**src/rtl/pwd_pkg.sv**
```systemverilog
// Package: shared encodings for the window decoder.
// Assumes one-hot targets; bit order is part of the port contract.
package pwd_pkg;
    typedef enum logic [2:0] {
        OB_NONE_T  = 3'b000,
        OB_FWD     = 3'b001,
        OB_LOCAL   = 3'b010,
        OB_MISS    = 3'b100
    } ob_tgt_e;

    typedef enum logic [3:0] {
        IB_NONE_T  = 4'b0000,
        IB_RAM     = 4'b0001,
        IB_PCI     = 4'b0010,
        IB_CPU     = 4'b0100,
        IB_MISS    = 4'b1000
    } ib_tgt_e;

    localparam logic [1:0] MODE_FWD_ON = 2'b01;
endpackage

```
**src/rtl/pwd_cfg_regs.sv**
```systemverilog
// Module: configuration storage for the window decoder.
// Holds the per-slice enable register and the 2-bit mode field and
// derives the global forwarding enable. Assumes plain write strobes.
module pwd_cfg_regs #(
    parameter int NUM_CHUNKS = 32
) (
    input  logic                  clk,
    input  logic                  rst_n,
    input  logic                  en_wr,
    input  logic [NUM_CHUNKS-1:0] en_wdata,
    input  logic                  mode_wr,
    input  logic [1:0]            mode_wdata,
    output logic [NUM_CHUNKS-1:0] chunk_en,
    output logic                  glob_en
);
    import pwd_pkg::*;

    logic [1:0] mode_q;

    // Per-slice enable flops, one generate branch per slice.
    for (genvar g = 0; g < NUM_CHUNKS; g++) begin : g_en_bit
        always_ff @(posedge clk) begin
            if (!rst_n)     chunk_en[g] <= 1'b0;
            else if (en_wr) chunk_en[g] <= en_wdata[g];
        end
    end

    // Mode field register.
    always_ff @(posedge clk) begin
        if (!rst_n)       mode_q <= 2'b00;
        else if (mode_wr) mode_q <= mode_wdata;
    end

    // Global enable requires the exact enabling code.
    always_comb glob_en = (mode_q == MODE_FWD_ON);

    // configuration is cleared by reset.
    a_r1_cfg_reset: assert property (@(posedge clk) disable iff (!rst_n)
        $past(!rst_n) |-> (chunk_en == '0 && !glob_en));
endmodule

```
**src/rtl/pwd_ob_dec.sv**
```systemverilog
// Module: outbound (CPU to PCI) decoder with one output register.
// The region is the top of the space where the TAG_W high bits are all
// ones. Each slice is 2**CHUNK_LOG2 bytes. The lowest and highest slices
// are never forwarded. Assumes configuration inputs come from flops.
module pwd_ob_dec #(
    parameter int ADDR_W     = 32,
    parameter int TAG_W      = 4,
    parameter int CHUNK_LOG2 = 23
) (
    input  logic              clk,
    input  logic              rst_n,
    input  logic [(1 << (ADDR_W-TAG_W-CHUNK_LOG2))-1:0] chunk_en,
    input  logic              glob_en,
    input  logic              req_valid,
    input  logic [ADDR_W-1:0] req_addr,
    output logic              rsp_valid,
    output logic [2:0]        rsp_target,
    output logic [ADDR_W-1:0] rsp_addr
);
    import pwd_pkg::*;

    localparam int IDX_W      = ADDR_W - TAG_W - CHUNK_LOG2;
    localparam int NUM_CHUNKS = 1 << IDX_W;
    localparam logic [IDX_W-1:0] LAST_IDX = IDX_W'(NUM_CHUNKS - 1);

    logic             in_region;
    logic [IDX_W-1:0] idx;
    logic             edge_slice;
    logic             fwd_hit;
    ob_tgt_e          tgt_c;

    // Split the address into region tag and slice index.
    always_comb begin
        in_region  = (req_addr[ADDR_W-1 -: TAG_W] == {TAG_W{1'b1}});
        idx        = req_addr[CHUNK_LOG2 +: IDX_W];
        edge_slice = (idx == '0) || (idx == LAST_IDX);
    end

    // Forward decision: enabled slice, enabling mode, not an edge slice.
    always_comb begin
        fwd_hit = in_region && glob_en && chunk_en[idx] && !edge_slice;
        if (!in_region)   tgt_c = OB_MISS;
        else if (fwd_hit) tgt_c = OB_FWD;
        else              tgt_c = OB_LOCAL;
    end

    // Response register: one cycle of latency, target cleared when idle.
    always_ff @(posedge clk) begin
        if (!rst_n) begin
            rsp_valid  <= 1'b0;
            rsp_target <= OB_NONE_T;
            rsp_addr   <= '0;
        end else begin
            rsp_valid  <= req_valid;
            rsp_target <= req_valid ? tgt_c : OB_NONE_T;
            if (req_valid) rsp_addr <= req_addr;
        end
    end

    // response follows request by one cycle.
    a_r7_ob_latency: assert property (@(posedge clk) disable iff (!rst_n)
        req_valid |=> rsp_valid);
    // one-hot target while valid.
    a_r7_ob_onehot: assert property (@(posedge clk) disable iff (!rst_n)
        rsp_valid |-> $countones(rsp_target) == 1);
    // quiet target while idle.
    a_r7_ob_idle: assert property (@(posedge clk) disable iff (!rst_n)
        !rsp_valid |-> rsp_target == 3'b000);
    // address is passed through unchanged.
    a_r5_addr_pass: assert property (@(posedge clk) disable iff (!rst_n)
        req_valid |=> rsp_addr == $past(req_addr));
    // edge slices never forward.
    a_r3_edge_local: assert property (@(posedge clk) disable iff (!rst_n)
        rsp_target[0] |-> (rsp_addr[CHUNK_LOG2 +: IDX_W] != '0 &&
                           rsp_addr[CHUNK_LOG2 +: IDX_W] != LAST_IDX));
    // forwarding requires the enable seen when the request arrived.
    a_r4_needs_mode: assert property (@(posedge clk) disable iff (!rst_n)
        rsp_target[0] |-> $past(glob_en));
    // addresses below the region never match.
    a_r6_below_region: assert property (@(posedge clk) disable iff (!rst_n)
        (rsp_valid && rsp_addr[ADDR_W-1 -: TAG_W] != {TAG_W{1'b1}})
        |-> rsp_target == 3'b100);
endmodule

```
**src/rtl/pwd_ib_dec.sv**
```systemverilog
// Module: inbound (bus-master) decoder with one output register.
// Below the end of region slice 0 maps to RAM. The middle slices map to
// PCI. A fixed window in the last slice maps to the CPU side. Assumes the
// CPU window lies within the last slice.
module pwd_ib_dec #(
    parameter int          ADDR_W     = 32,
    parameter int          TAG_W      = 4,
    parameter int          CHUNK_LOG2 = 23,
    parameter logic [31:0] CPU_LO     = 32'hFFF0_0000,
    parameter logic [31:0] CPU_HI     = 32'hFFFF_EFFF
) (
    input  logic              clk,
    input  logic              rst_n,
    input  logic              req_valid,
    input  logic [ADDR_W-1:0] req_addr,
    output logic              rsp_valid,
    output logic [3:0]        rsp_target
);
    import pwd_pkg::*;

    localparam int IDX_W      = ADDR_W - TAG_W - CHUNK_LOG2;
    localparam int NUM_CHUNKS = 1 << IDX_W;
    localparam logic [IDX_W-1:0] LAST_IDX = IDX_W'(NUM_CHUNKS - 1);
    localparam logic [ADDR_W-1:0] WIN_LO = ADDR_W'(CPU_LO);
    localparam logic [ADDR_W-1:0] WIN_HI = ADDR_W'(CPU_HI);

    logic             in_region;
    logic [IDX_W-1:0] idx;
    ib_tgt_e          tgt_c;
    logic [ADDR_W-1:0] q_addr;

    // Region tag and slice index of the inbound address.
    always_comb begin
        in_region = (req_addr[ADDR_W-1 -: TAG_W] == {TAG_W{1'b1}});
        idx       = req_addr[CHUNK_LOG2 +: IDX_W];
    end

    // Steering: RAM, then middle slices to PCI, then CPU window, else miss.
    always_comb begin
        if (!in_region || idx == '0)              tgt_c = IB_RAM;
        else if (idx != LAST_IDX)                 tgt_c = IB_PCI;
        else if (req_addr >= WIN_LO && req_addr <= WIN_HI) tgt_c = IB_CPU;
        else                                      tgt_c = IB_MISS;
    end

    // Response register; the address copy serves the checks below.
    always_ff @(posedge clk) begin
        if (!rst_n) begin
            rsp_valid  <= 1'b0;
            rsp_target <= IB_NONE_T;
            q_addr     <= '0;
        end else begin
            rsp_valid  <= req_valid;
            rsp_target <= req_valid ? tgt_c : IB_NONE_T;
            if (req_valid) q_addr <= req_addr;
        end
    end

    // response follows request by one cycle.
    a_r7_ib_latency: assert property (@(posedge clk) disable iff (!rst_n)
        req_valid |=> rsp_valid);
    // one-hot while valid, zero while idle.
    a_r7_ib_onehot: assert property (@(posedge clk) disable iff (!rst_n)
        rsp_valid |-> $countones(rsp_target) == 1);
    a_r7_ib_idle: assert property (@(posedge clk) disable iff (!rst_n)
        !rsp_valid |-> rsp_target == 4'b0000);
    // CPU target only inside the CPU window.
    a_r11_cpu_window: assert property (@(posedge clk) disable iff (!rst_n)
        rsp_target[2] |-> (q_addr >= WIN_LO && q_addr <= WIN_HI));
    // RAM target only at or below the end of slice 0.
    a_r9_ram_range: assert property (@(posedge clk) disable iff (!rst_n)
        rsp_target[0] |-> (q_addr[ADDR_W-1 -: TAG_W] != {TAG_W{1'b1}} ||
                           q_addr[CHUNK_LOG2 +: IDX_W] == '0));
endmodule

```
**src/rtl/pci_window_decoder.sv**
```systemverilog
// Module: top of the chunked address window decoder.
// Couples the configuration registers to the outbound and inbound
// decoders. Assumes config writes and requests are synchronous to clk.
module pci_window_decoder #(
    parameter int          ADDR_W     = 32,
    parameter int          TAG_W      = 4,
    parameter int          CHUNK_LOG2 = 23,
    parameter logic [31:0] CPU_LO     = 32'hFFF0_0000,
    parameter logic [31:0] CPU_HI     = 32'hFFFF_EFFF
) (
    input  logic        clk,
    input  logic        rst_n,
    input  logic        en_wr,
    input  logic [31:0] en_wdata,
    input  logic        mode_wr,
    input  logic [1:0]  mode_wdata,
    input  logic        ob_req_valid,
    input  logic [31:0] ob_req_addr,
    output logic        ob_rsp_valid,
    output logic [2:0]  ob_rsp_target,
    output logic [31:0] ob_rsp_addr,
    input  logic        ib_req_valid,
    input  logic [31:0] ib_req_addr,
    output logic        ib_rsp_valid,
    output logic [3:0]  ib_rsp_target
);
    localparam int NUM_CHUNKS = 1 << (ADDR_W - TAG_W - CHUNK_LOG2);

    logic [NUM_CHUNKS-1:0] chunk_en;
    logic                  glob_en;

    pwd_cfg_regs #(.NUM_CHUNKS(NUM_CHUNKS)) u_cfg (
        .clk        (clk),
        .rst_n      (rst_n),
        .en_wr      (en_wr),
        .en_wdata   (en_wdata[NUM_CHUNKS-1:0]),
        .mode_wr    (mode_wr),
        .mode_wdata (mode_wdata),
        .chunk_en   (chunk_en),
        .glob_en    (glob_en)
    );

    pwd_ob_dec #(.ADDR_W(ADDR_W), .TAG_W(TAG_W), .CHUNK_LOG2(CHUNK_LOG2)) u_ob (
        .clk        (clk),
        .rst_n      (rst_n),
        .chunk_en   (chunk_en),
        .glob_en    (glob_en),
        .req_valid  (ob_req_valid),
        .req_addr   (ob_req_addr),
        .rsp_valid  (ob_rsp_valid),
        .rsp_target (ob_rsp_target),
        .rsp_addr   (ob_rsp_addr)
    );

    pwd_ib_dec #(.ADDR_W(ADDR_W), .TAG_W(TAG_W), .CHUNK_LOG2(CHUNK_LOG2),
                 .CPU_LO(CPU_LO), .CPU_HI(CPU_HI)) u_ib (
        .clk        (clk),
        .rst_n      (rst_n),
        .req_valid  (ib_req_valid),
        .req_addr   (ib_req_addr),
        .rsp_valid  (ib_rsp_valid),
        .rsp_target (ib_rsp_target)
    );

    // a same-cycle write cannot affect the request's forwarding.
    a_r8_write_order: assert property (@(posedge clk) disable iff (!rst_n)
        (ob_req_valid && mode_wr && mode_wdata == 2'b01 && !glob_en)
        |=> !ob_rsp_target[0]);
endmodule

```
**config.mk**
```make
export PLATFORM = sky130hd
export DESIGN_NAME = pci_window_decoder
export DESIGN_NICKNAME = d
export VERILOG_FILES = /design/src/rtl/pwd_pkg.sv /design/src/rtl/pwd_cfg_regs.sv /design/src/rtl/pwd_ob_dec.sv /design/src/rtl/pwd_ib_dec.sv /design/src/rtl/pci_window_decoder.sv
export SDC_FILE = /design/constraint.sdc
export NUM_CORES = 1
export LEC_CHECK = 0
export BUFFER_PORTS_ARGS = -buffer_cell sky130_fd_sc_hd__buf_2
export CAP_MARGIN = 20
export CORE_ASPECT_RATIO = 1.75
export CORE_UTILIZATION = 45
export CTS_CLUSTER_SIZE = 12
export DETAILED_ROUTE_END_ITERATION = 12
export PLACE_DENSITY = 0.83
export SYNTH_ARGS = -nofsm -noshare
export SYNTH_HDL_FRONTEND = slang
export SYNTH_HIERARCHICAL = 1
export SYNTH_SLANG_ARGS = --single-unit
```
**constraint.sdc**
```tcl
create_clock -name clk -period 2.2 [get_ports clk]
set_input_delay 0.44 -clock clk [delete_from_list [all_inputs] [get_ports clk]]
set_output_delay 0.44 -clock clk [all_outputs]
set_load 0.01 [all_outputs]
```
; ---- Yosys cells after proc, flatten, opt, wreduce, memory -nomap -nowiden
; Cells that the tools add are included.
[word_totals]
latch_bits = 0
in_bits = 104
mem_bits_ro = 0
register_bits = 75
ramBits = 0
wordCells = 73
out_inout_bits = 41
mem_count = 0
[classes]
mux = 7
order_cmp = 3
eq_ne = 5
add_sub_neg = 0
n_div = 0
bitwise = 2
n_reduce_logical = 15
shift = 0
mul = 0
[op_table]
columns = op, count
row1 = ">= comparator 32 bit, second input constant", 1
row2 = "less-or-equal comparator 32 bit, second input constant", 1
row3 = zero test 5 bit, 2
row4 = "equality test 4 bit, second input constant", 2
row5 = "< comparator 5 x 6 -> 1 bit, second input constant", 1
row6 = binary-select mux 1 bit (select 5 bit), 1
row7 = "equality test 5 bit, second input constant", 1
row8 = "!= test 5 bit, second input constant", 1
row9 = logical AND 1 bit, 4
row10 = two-way mux 2 bit, 2
row11 = two-way mux 4 bit, 1
row12 = AND reduction 2 bit, 2
row13 = OR reduction 4 bit, 1
row14 = two-way mux 3 bit, 1
row15 = AND reduction 3 bit, 1
row16 = OR reduction 3 bit, 1
row17 = "equality test 2 x 1 -> 1 bit, second input constant", 1
row18 = zero test 1 bit, 2
row19 = logical OR 1 bit, 2
row20 = two-way mux 1 bit, 2
row21 = inverter 1 bit, 2

; ---- Longest topological paths before layout
; Gate-level depths: netlist of run 1.
[logic_depth]
depth_word = 6
mapped_depth = 7
depth_no_buf = 5

; ---- Hierarchy
; Netlist of run 1, hierarchy kept.
[by_module_without_submodules]
columns = mod, seq_area_each_um2, area_each_um2, cells_each, n_inst
row1 = pwd_ob_dec, 720.7, 1695.4, 154, 1
row2 = pwd_cfg_regs, 680.7, 1322.5, 110, 1
row3 = pwd_ib_dec, 100.1, 198.9, 21, 1

; ---- Worst setup path after synthesis of run 1
; OpenSTA, ideal clock, no wires.
[synth_path]
path_type = input port to flip-flop
from = input port ob_req_addr[24]
to = register u_ob.rsp_target[1]
path_stages = 6
arrival_ns = 1.772
path_slack_ns = 0.313
path_buffers = 1
setup_time_ns = 0.115
required_ns = 2.085
path_cell_list = buf_6 > mux4_2 > mux2i_1 > o211a_1 > or4_4 > nor2b_4
[synth_via]
elab_chain_len = 5
elab_cells_between_ends = 9
classes_between = 1 x eq/ne / 3 x mux / 5 x reduce/logical
[synth_rtl]
columns = element, line_no
row1 = "start, declared", pci_window_decoder.sv:18  ; input logic [31:0] ob_req_addr,
row2 = "binary-select mux 1 bit (select 5 bit), or another cell as far along", pwd_ob_dec.sv:41  ; fwd_hit = in_region && glob_en && chunk_en[idx] && !edge_slice;
row3 = two-way mux 1 bit (not written as such) or logical OR 1 bit (tied branches), "pwd_ob_dec.sv:41, pwd_ob_dec.sv:36"
row4 = logical AND 1 bit or zero test 1 bit (tied branches), pwd_ob_dec.sv:41
row5 = logical AND 1 bit (*), pwd_ob_dec.sv:41
row6 = two-way mux 2 bit (*), pwd_ob_dec.sv:43  ; else if (fwd_hit) tgt_c = OB_FWD;
row7 = "end signal, assigned", pwd_ob_dec.sv:55  ; rsp_target <= req_valid ? tgt_c : OB_NONE_T;
row8 = "end, declared", pwd_ob_dec.sv:17  ; output logic [2:0] rsp_target,
; Mark *: on every way between the ends. The rest lies on a longest branch, timed or not. The select of a mux whose other input is x is not followed.
; A chain may end at the register's enable or synchronous reset.

; ---- Worst setup path in the final report of run 1
; Same ends and word-level chain as after synthesis.

==> Flow_metrics.wiki, run 1 <==
{| class="wikitable"
! Metric !! Value
|-
| Type of element launching the critical path || input port
|-
| Crit path time final || 1.78 ns
|-
| Path class of the lowest-slack min-delay path || in -> reg
|-
| Setup Buffers After CTS || 0
|-
| Total number of vias || 2496
|-
| Weighted congestion at the end of routability-driven global placement || 0.787
|-
| Die extent in x || 65.9 um
|-
| Clock insertion delay at the later pin of the skew report || 0.32 ns
|-
| Number of antenna violations at the first check in global routing || 0
|-
| Ports || 145
|-
| Remaining global-route overflow || 0
|-
| Number of gates resized after CTS || 0
|-
| Post-Route Setup TNS || 0 ns
|-
| Count of distinct cell types in the synthesized netlist || 37
|-
| Final Worst Setup Slack || 0.416 ns
|-
| FF+latch count, synth || 75
|-
| DR vias/cell || 4.95
|-
| CORE AREA || 0.00691 sq mm
|-
| Endpoint arrival time on the critical path || 2.04 ns
|-
| CTS Hold Bufs || 0
|-
| Power per cell area || 814 mW/mm^2
|-
| Max Transition Viols Final || 0
|-
| Remaining antenna violation count after routing || 0
|-
| Depth of the worst register-to-register path || 5
|-
| Die Y || 114 um
|-
| Nets || 519
|-
| TritonCTS clock tree || done
|-
| Fmax achieved || 561 MHz
|-
| Final core utilization || 0.612
|-
| Netlist Area Pre-Place || 0.00322 sq mm
|-
| Synthesized net count || 389
|-
| Yosys warning total || 6
|-
| Master cell of the clock root buffer || sky130_fd_sc_hd__clkbuf_16
|-
| Critical-path cell with the highest stage delay || sky130_fd_sc_hd__a222oi_1
|-
| Final Hold Vio Count || 0
|-
| Period Utilization, post-route || 0.811
|-
| Drt first pass iters || 4
|-
| Most used cells in the layout excluding fill and tap cells || 132 x sky130_fd_sc_hd__buf_2, 75 x sky130_fd_sc_hd__dfxtp_1, 71 x sky130_fd_sc_hd__mux2i_1, 70 x sky130_fd_sc_hd__nor2b_1, 9 x sky130_fd_sc_hd__clkbuf_16
|-
| Die Area || 0.00750 sq mm
|-
| Standard-cell rows || 40
|-
| Remaining max-slew budget at the tightest pin || 0.657
|-
| Clock skew || 0.00424 ns
|-
| Remaining routing DRC violations || 0
|-
| Mean Syn Cell Area || 11.3 sq um
|-
| Most common cell after layout, fill and taps aside || sky130_fd_sc_hd__buf_2
|-
| CTS clk-pin slew, worst paths || 0.05 ns
|-
| Worst setup slack after placement || 0.167 ns
|-
| Run status || finished, final reports clean
|-
| Overall power consumption || 3440 uW
|-
| TritonCTS Sinks || 75
|-
| Worst hold stages || 3
|-
| Required arrival time at the worst endpoint || 2.46 ns
|-
| Setup repair after global routing missed its margin || false
|-
| Final setup violation count || 0
|-
| Maximum fanout along the worst path || 14
|-
| 1st-iter DRT viols || 113
|-
| Slowest cell delay on critical path || 0.39 ns
|-
| Buffer depth of the longest clock path || 2
|-
| Final Routed Wirelength || 7.03 mm
|-
| Instance count of the mapped netlist || 285
|-
| Layout cells sized above 1 || 0.390
|-
| Relative area change from synthesis to final layout || 31.4%
|-
| Type of the worst setup path || in -> reg
|-
| Number of buffers added by the clock tree synthesis step || 9
|-
| Cell leakage power || 0.00208 uW
|-
| Sequential element share of the synthesized area || 0.467
|-
| Maximum number of pins on one net before global-route repair || 41
|-
| Number of diodes added for antenna fixing || 0
|-
| Combined global-route utilization of all metal layers || 0.197
|-
| Critical path capture point type || flip-flop
|-
| Average detailed-routed wire length per instance || 13.9 um
|-
| Depth of the CTS H-tree || 3
|-
| Critical path, cell by cell || buf_2, buf_12, mux2_2, a222oi_1, and4bb_2, or4_4, nor2b_4
|-
| Transition at the pin with the smallest max-transition slack || 0.515 ns
|-
| Initial standard-cell utilization of the core || 0.466
|-
| Wire length of the first global-routing pass || 11.2 mm
|-
| Maximum capacitance violations || 0
|-
| Tightest hold margin || 0.375 ns
|-
| HPWL after DPL || 5.23 mm
|-
| Via count of the first global-routing pass || 2490
|-
| Total of buffers placed on input and output ports || 132
|-
| Maximum vdd drop || 0.000487 V
|}
## per-stage QoR
stage,cell area [sq um],cells
floorplan,3220,285
global placement,3900,488
detailed placement,3900,488
CTS,4230,504
global route,4230,504
finish,4230,504
## per-layer routing
layer,part of all wire,global-route usage,up-vias
met2,0.56,0.373,96
met5,0,0,-
li1,-,-,1245
met1,0.38,0.201,1148
met4,0.014,0.0870,0
met3,0.049,0.0370,7
## worst paths after layout
kind	slack (ns)	endpoint	from
worst max-delay path	0.42	u_ob/rsp_target[1]	ob_req_addr[24]
worst min-delay path	0.38	u_ob/rsp_addr[8]	ob_req_addr[8]
worst max register to register	0.57	u_ob/rsp_target[1]	u_cfg/chunk_en[3]
worst min register to register	0.51	u_ob/rsp_addr[6]	u_ob/rsp_addr[6]
## registers in the layout (all words and copies together) (netlist names)
name	count
u_ib/rsp_target	4
u_ob/rsp_target	3
u_ob/rsp_addr	32
u_ob/rsp_valid	1
u_ib/rsp_valid	1
u_cfg/mode_q	2
u_cfg/chunk_en	32
## cells in the mapped netlist, drive strengths merged
library cell / number / area, sq um
dfxtp: 75 / 1500
mux2i: 71 / 711
nor2b: 71 / 452
buf: 11 / 121
mux2: 8 / 90.1
clkbuf: 7 / 26.3
nand2: 5 / 18.8
nor2: 5 / 18.8
and2: 3 / 18.8
and3b: 2 / 17.5
and4: 2 / 17.5
mux4: 2 / 48.8
nand3: 2 / 10.0
nand4: 2 / 12.5
nor3: 2 / 10.0
or4: 2 / 22.5
a21o: 1 / 7.51
a21oi: 1 / 5.00
a221oi: 1 / 8.76
a222oi: 1 / 10.0
a22oi: 1 / 7.51
a2bb2oi: 1 / 8.76
a32oi: 1 / 8.76
and3: 1 / 6.26
and4bb: 1 / 12.5
nor3b: 1 / 7.51
nor4: 1 / 6.26
o2111ai: 1 / 8.76
o211a: 1 / 10.0
o211ai: 1 / 7.51
o21ai: 1 / 5.00
## kinds of logic after synthesis
group / after synthesis / synth area share
AOI/OAI and AO/OA: 11 / 0.0272
DFF: 75 / 0.467
muxes: 81 / 0.264
buffers and inverters: 18 / 0.0459
and+or+nand+nor: 100 / 0.196
## area by class of cell
cell class,instances,area [sq um]
clock buffers,12,256
fillers,579,2680
multi-input cells,192,1570
well taps,84,105
flip-flops and latches,75,1500
clock inverters,4,72.6
repair buffers,137,723
## critical path: cells and delay by family
family / cells / cell delay, ns
AND/OR/NAND/NOR: 3 / 0.55
AO/OA/AOI/OAI: 1 / 0.39
multiplexers: 1 / 0.34
buffers and inverters: 2 / 0.33
## power by group
part / internal, uW / switching [uW] / total, uW / leakage [uW]
clock network: 1050 / 523 / 1580 / 0.000159
registers: 1440 / 35.4 / 1470 / 0.000619
logic: 215 / 182 / 396 / 0.00130
Power figures use the tool's default switching activity.
==> inputs of run 2 (changes only) <==
--- a/config.mk
+++ b/config.mk
@@ -5,13 +5,14 @@
 export SDC_FILE = /design/constraint.sdc
 export NUM_CORES = 1
 export LEC_CHECK = 0
+export ABC_AREA = 1
 export BUFFER_PORTS_ARGS = -buffer_cell sky130_fd_sc_hd__buf_2
 export CAP_MARGIN = 20
 export CORE_ASPECT_RATIO = 1.75
 export CORE_UTILIZATION = 45
 export CTS_CLUSTER_SIZE = 12
 export DETAILED_ROUTE_END_ITERATION = 12
-export PLACE_DENSITY = 0.83
+export PLACE_DENSITY = 0.82
 export SYNTH_ARGS = -nofsm -noshare
 export SYNTH_HDL_FRONTEND = slang
 export SYNTH_HIERARCHICAL = 1
==> constraint.sdc (replaced) <==
create_clock -name clk -period 1.72 [get_ports clk]
set_input_delay 0.344 -clock clk [delete_from_list [all_inputs] [get_ports clk]]
set_output_delay 0.344 -clock clk [all_outputs]
set_load 0.01 [all_outputs]
==> Flow_metrics.wiki, run 2 <==
{| class="wikitable"
! Metric !! Value
|-
| Run status || finished, final reports clean
|-
| Tightest hold margin || 0.233 ns
|-
| Netlist Area Pre-Place || 0.00333 sq mm
|-
| Worst path most repeated cell || sky130_fd_sc_hd__nand2_1
|-
| Combined global-route utilization of all metal layers || 0.200
|-
| Max Transition Viols Final || 0
|-
| Clock skew || 0.00386 ns
|-
| CTS clk-pin slew, worst paths || 0.06 ns
|-
| Share of flip-flops with an asynchronous set or reset || 0
|-
| Post-Route Setup TNS || 0 ns
|-
| Count of buffering cells on the critical path with inverters included || 3
|-
| Share of the synthesized area in the top cell type || 0.451
|-
| Critical path capture point type || flip-flop
|-
| Standard-cell rows || 41
|-
| Maximum vdd drop || 0.000679 V
|-
| Type of the worst setup path || in -> reg
|-
| Setup repair after global routing missed its margin || false
|-
| Most common cell after layout, fill and taps aside || sky130_fd_sc_hd__nor2_1
|-
| Cell leakage power || 0.00237 uW
|-
| # fillers || 708
|-
| Remaining antenna violation count after routing || 0
|-
| Transition at the pin with the smallest max-transition slack || 0.452 ns
|-
| Nets || 729
|-
| Via count of the first global-routing pass || 2939
|-
| Startpoint of the worst setup timing path || ob_req_addr[23]
|-
| Critical path, cell by cell || buf_2, inv_6, nand2_1, nand2_1, nand2_1, a21oi_1, nor2_1, nand2_1, nand3_2, nand2_1, inv_1
|-
| Die Y || 116 um
|-
| Non-filler cells in the finished layout || 716
|-
| Master cell of the clock root buffer || sky130_fd_sc_hd__clkbuf_16
|-
| Hold Crit Start || ob_req_addr[4]
|-
| Final Worst Setup Slack || 0.555 ns
|-
| Post-synth top area cell || sky130_fd_sc_hd__dfxtp_1
|-
| Instance count of the mapped netlist || 501
|-
| Endpoint arrival time on the critical path || 1.40 ns
|-
| Depth of the worst register-to-register path || 9
|-
| Weighted congestion at the end of routability-driven global placement || 0.834
|-
| End of the worst hold path || u_ob/rsp_addr[4]
|-
| Crit path time final || 1.17 ns
|-
| Buffer depth of the longest clock path || 2
|-
| Commonest cells in the synthesized netlist || 148 x sky130_fd_sc_hd__nor2_1, 120 x sky130_fd_sc_hd__nand2_1, 75 x sky130_fd_sc_hd__dfxtp_1, 57 x sky130_fd_sc_hd__inv_1, 33 x sky130_fd_sc_hd__o21ai_0
|-
| Type of element launching the critical path || input port
|-
| CTS Hold Bufs || 0
|-
| Area occupied by registers || 0.00150 sq mm
|-
| Kind of cell adding the most delay to the critical path || simple AND/OR/NAND/NOR gates
|-
| Most used cells in the layout excluding fill and tap cells || 148 x sky130_fd_sc_hd__nor2_1, 132 x sky130_fd_sc_hd__buf_2, 120 x sky130_fd_sc_hd__nand2_1, 75 x sky130_fd_sc_hd__dfxtp_1, 57 x sky130_fd_sc_hd__inv_1
|-
| Total number of vias || 3293
|-
| Post-placement cell count || 700
|-
| Reg-to-reg setup timing slack || 0.62 ns
|-
| Die Area || 0.00775 sq mm
|-
| Mean Syn Cell Area || 6.64 sq um
|-
| Required arrival time at the worst endpoint || 1.95 ns
|-
| Most used flip-flop cell after synthesis || sky130_fd_sc_hd__dfxtp_1
|-
| Remaining global-route overflow || 0
|-
| Worst hold stages || 3
|-
| Critical-path cell with the highest stage delay || sky130_fd_sc_hd__buf_2
|-
| Relative area change from synthesis to final layout || 27.9%
|-
| TritonCTS clock tree || done
|-
| Number of buffers added by the clock tree synthesis step || 9
|-
| Clock insertion delay at the later pin of the skew report || 0.33 ns
|-
| Layout cells sized above 1 || 0.259
|-
| Final Hold Vio Count || 0
|-
| TritonCTS Sinks || 75
|-
| Setup Buffers After CTS || 0
|-
| Maximum number of pins on one net before global-route repair || 47
|-
| Most repeated cell in the gate-level netlist after synthesis || sky130_fd_sc_hd__nor2_1
|-
| R2r endpoint || u_ob/rsp_target[1]
|-
| Reg2reg start || u_cfg/chunk_en[11]
|-
| Wire length of the first global-routing pass || 11.9 mm
|-
| Fmax achieved || 858 MHz
|-
| Total of buffers placed on input and output ports || 132
|-
| Worst setup slack after placement || 0.208 ns
|-
| Final setup violation count || 0
|-
| Sequential element share of the synthesized area || 0.451
|-
| Remaining routing DRC violations || 0
|-
| HPWL after DPL || 5.61 mm
|-
| Slowest cell delay on critical path || 0.21 ns
|-
| Overall power consumption || 4280 uW
|-
| Depth of the CTS H-tree || 3
|-
| DR vias/cell || 4.60
|-
| CORE AREA || 0.00718 sq mm
|-
| Drt first pass iters || 4
|-
| Number of antenna violations at the first check in global routing || 0
|-
| Count of distinct cell types in the synthesized netlist || 24
|-
| Synthesized net count || 605
|-
| Yosys warning total || 6
|-
| Remaining max-slew budget at the tightest pin || 0.698
|-
| Number of gates resized after CTS || 0
|-
| Number of enable-type register cells in the synthesized netlist || 0
|-
| Combined area of the multi-input logic cells || 0.00141 sq mm
|-
| FF+latch count, synth || 75
|-
| Average detailed-routed wire length per instance || 10.5 um
|-
| Ports || 145
|-
| 1st-iter DRT viols || 118
|-
| Maximum capacitance violations || 0
|-
| Top Registers || u_cfg/chunk_en: 32 flops, u_ob/rsp_addr: 32 flops, u_ib/rsp_target: 4 flops
|-
| Die extent in x || 67.0 um
|-
| Top cells by area in the synthesized netlist || sky130_fd_sc_hd__dfxtp_1 45%, sky130_fd_sc_hd__nor2_1 17%, sky130_fd_sc_hd__nand2_1 14%, sky130_fd_sc_hd__inv_1 6.4%, sky130_fd_sc_hd__o21ai_0 5.0%
|-
| Initial standard-cell utilization of the core || 0.463
|-
| Power per cell area || 1010 mW/mm^2
|-
| Path class of the lowest-slack min-delay path || in -> reg
|-
| Period Utilization, post-route || 0.677
|-
| Maximum fanout along the worst path || 18
|-
| Number of diodes added for antenna fixing || 0
|-
| Final Routed Wirelength || 7.51 mm
|}
[run 2: cell types whose count changed after synthesis, moves of 33 or more]
cell,delta
sky130_fd_sc_hd__nor2b_1,-70
sky130_fd_sc_hd__inv_1,+57
sky130_fd_sc_hd__mux2i_1,-71
sky130_fd_sc_hd__o21ai_0,+33
sky130_fd_sc_hd__nor2_1,+143
sky130_fd_sc_hd__nand2_1,+115
[run 2: through the flow]
step	instance area [sq um]	utilization
2_1_floorplan	3330	-
3_3_place_gp	3960	0.551
3_5_place_dp	3960	0.551
4_1_cts	4260	0.593
5_1_grt	4260	0.593
6_report	4260	0.593
[run 2: cell type report]
class / count / area share
Multi-Input combinational cell: 342 / 0.331
Timing Repair Buffer: 137 / 0.167
Sequential cell: 75 / 0.353
Tap cell: 86 / 0.0253
Clock buffer: 11 / 0.0570
Clock inverter: 5 / 0.0123
Inverter: 60 / 0.0541
[run 2: worst max path at each step]
stage                               endpoint  slack, ns  cells past startpoint
after floorplan           u_ob/rsp_target[1]       0.48                     10
after global placement    u_ob/rsp_target[1]       0.23                     12
after detailed placement  u_ob/rsp_target[1]       0.21                     12
after CTS                     ob_rsp_addr[0]       0.55                      1
after global routing      u_ob/rsp_target[1]       0.43                     10
final                     u_ob/rsp_target[1]       0.55                     11
[run 2: cell families after synthesis]
kind of cell | Yosys count | share of synthesized area
simple gates | 296 | 0.354
compound gates | 46 | 0.0700
flops | 75 | 0.451
buf+inv | 84 | 0.125
[run 2: worst min-delay path: cells and delay by family]
family | cells | cell delay (ns)
buf+inv | 1 | 0.08
simple gates | 2 | 0.11
[run 2: power by group]
group / switching (uW) / leakage (uW) / internal (uW)
logic: 311 / 0.00161 / 235
clock network: 673 / 0.000145 / 1150
registers: 54.9 / 0.000623 / 1850
total: 1040 / 0.00237 / 3240
[run 2: per-layer routing]
metal,GRT usage,vias to the layer above,share of wire
li1,-,1749,-
met1,0.184,1432,0.38
met2,0.387,100,0.52
met3,0.0669,12,0.075
met4,0.0794,0,0.020
met5,0,-,0
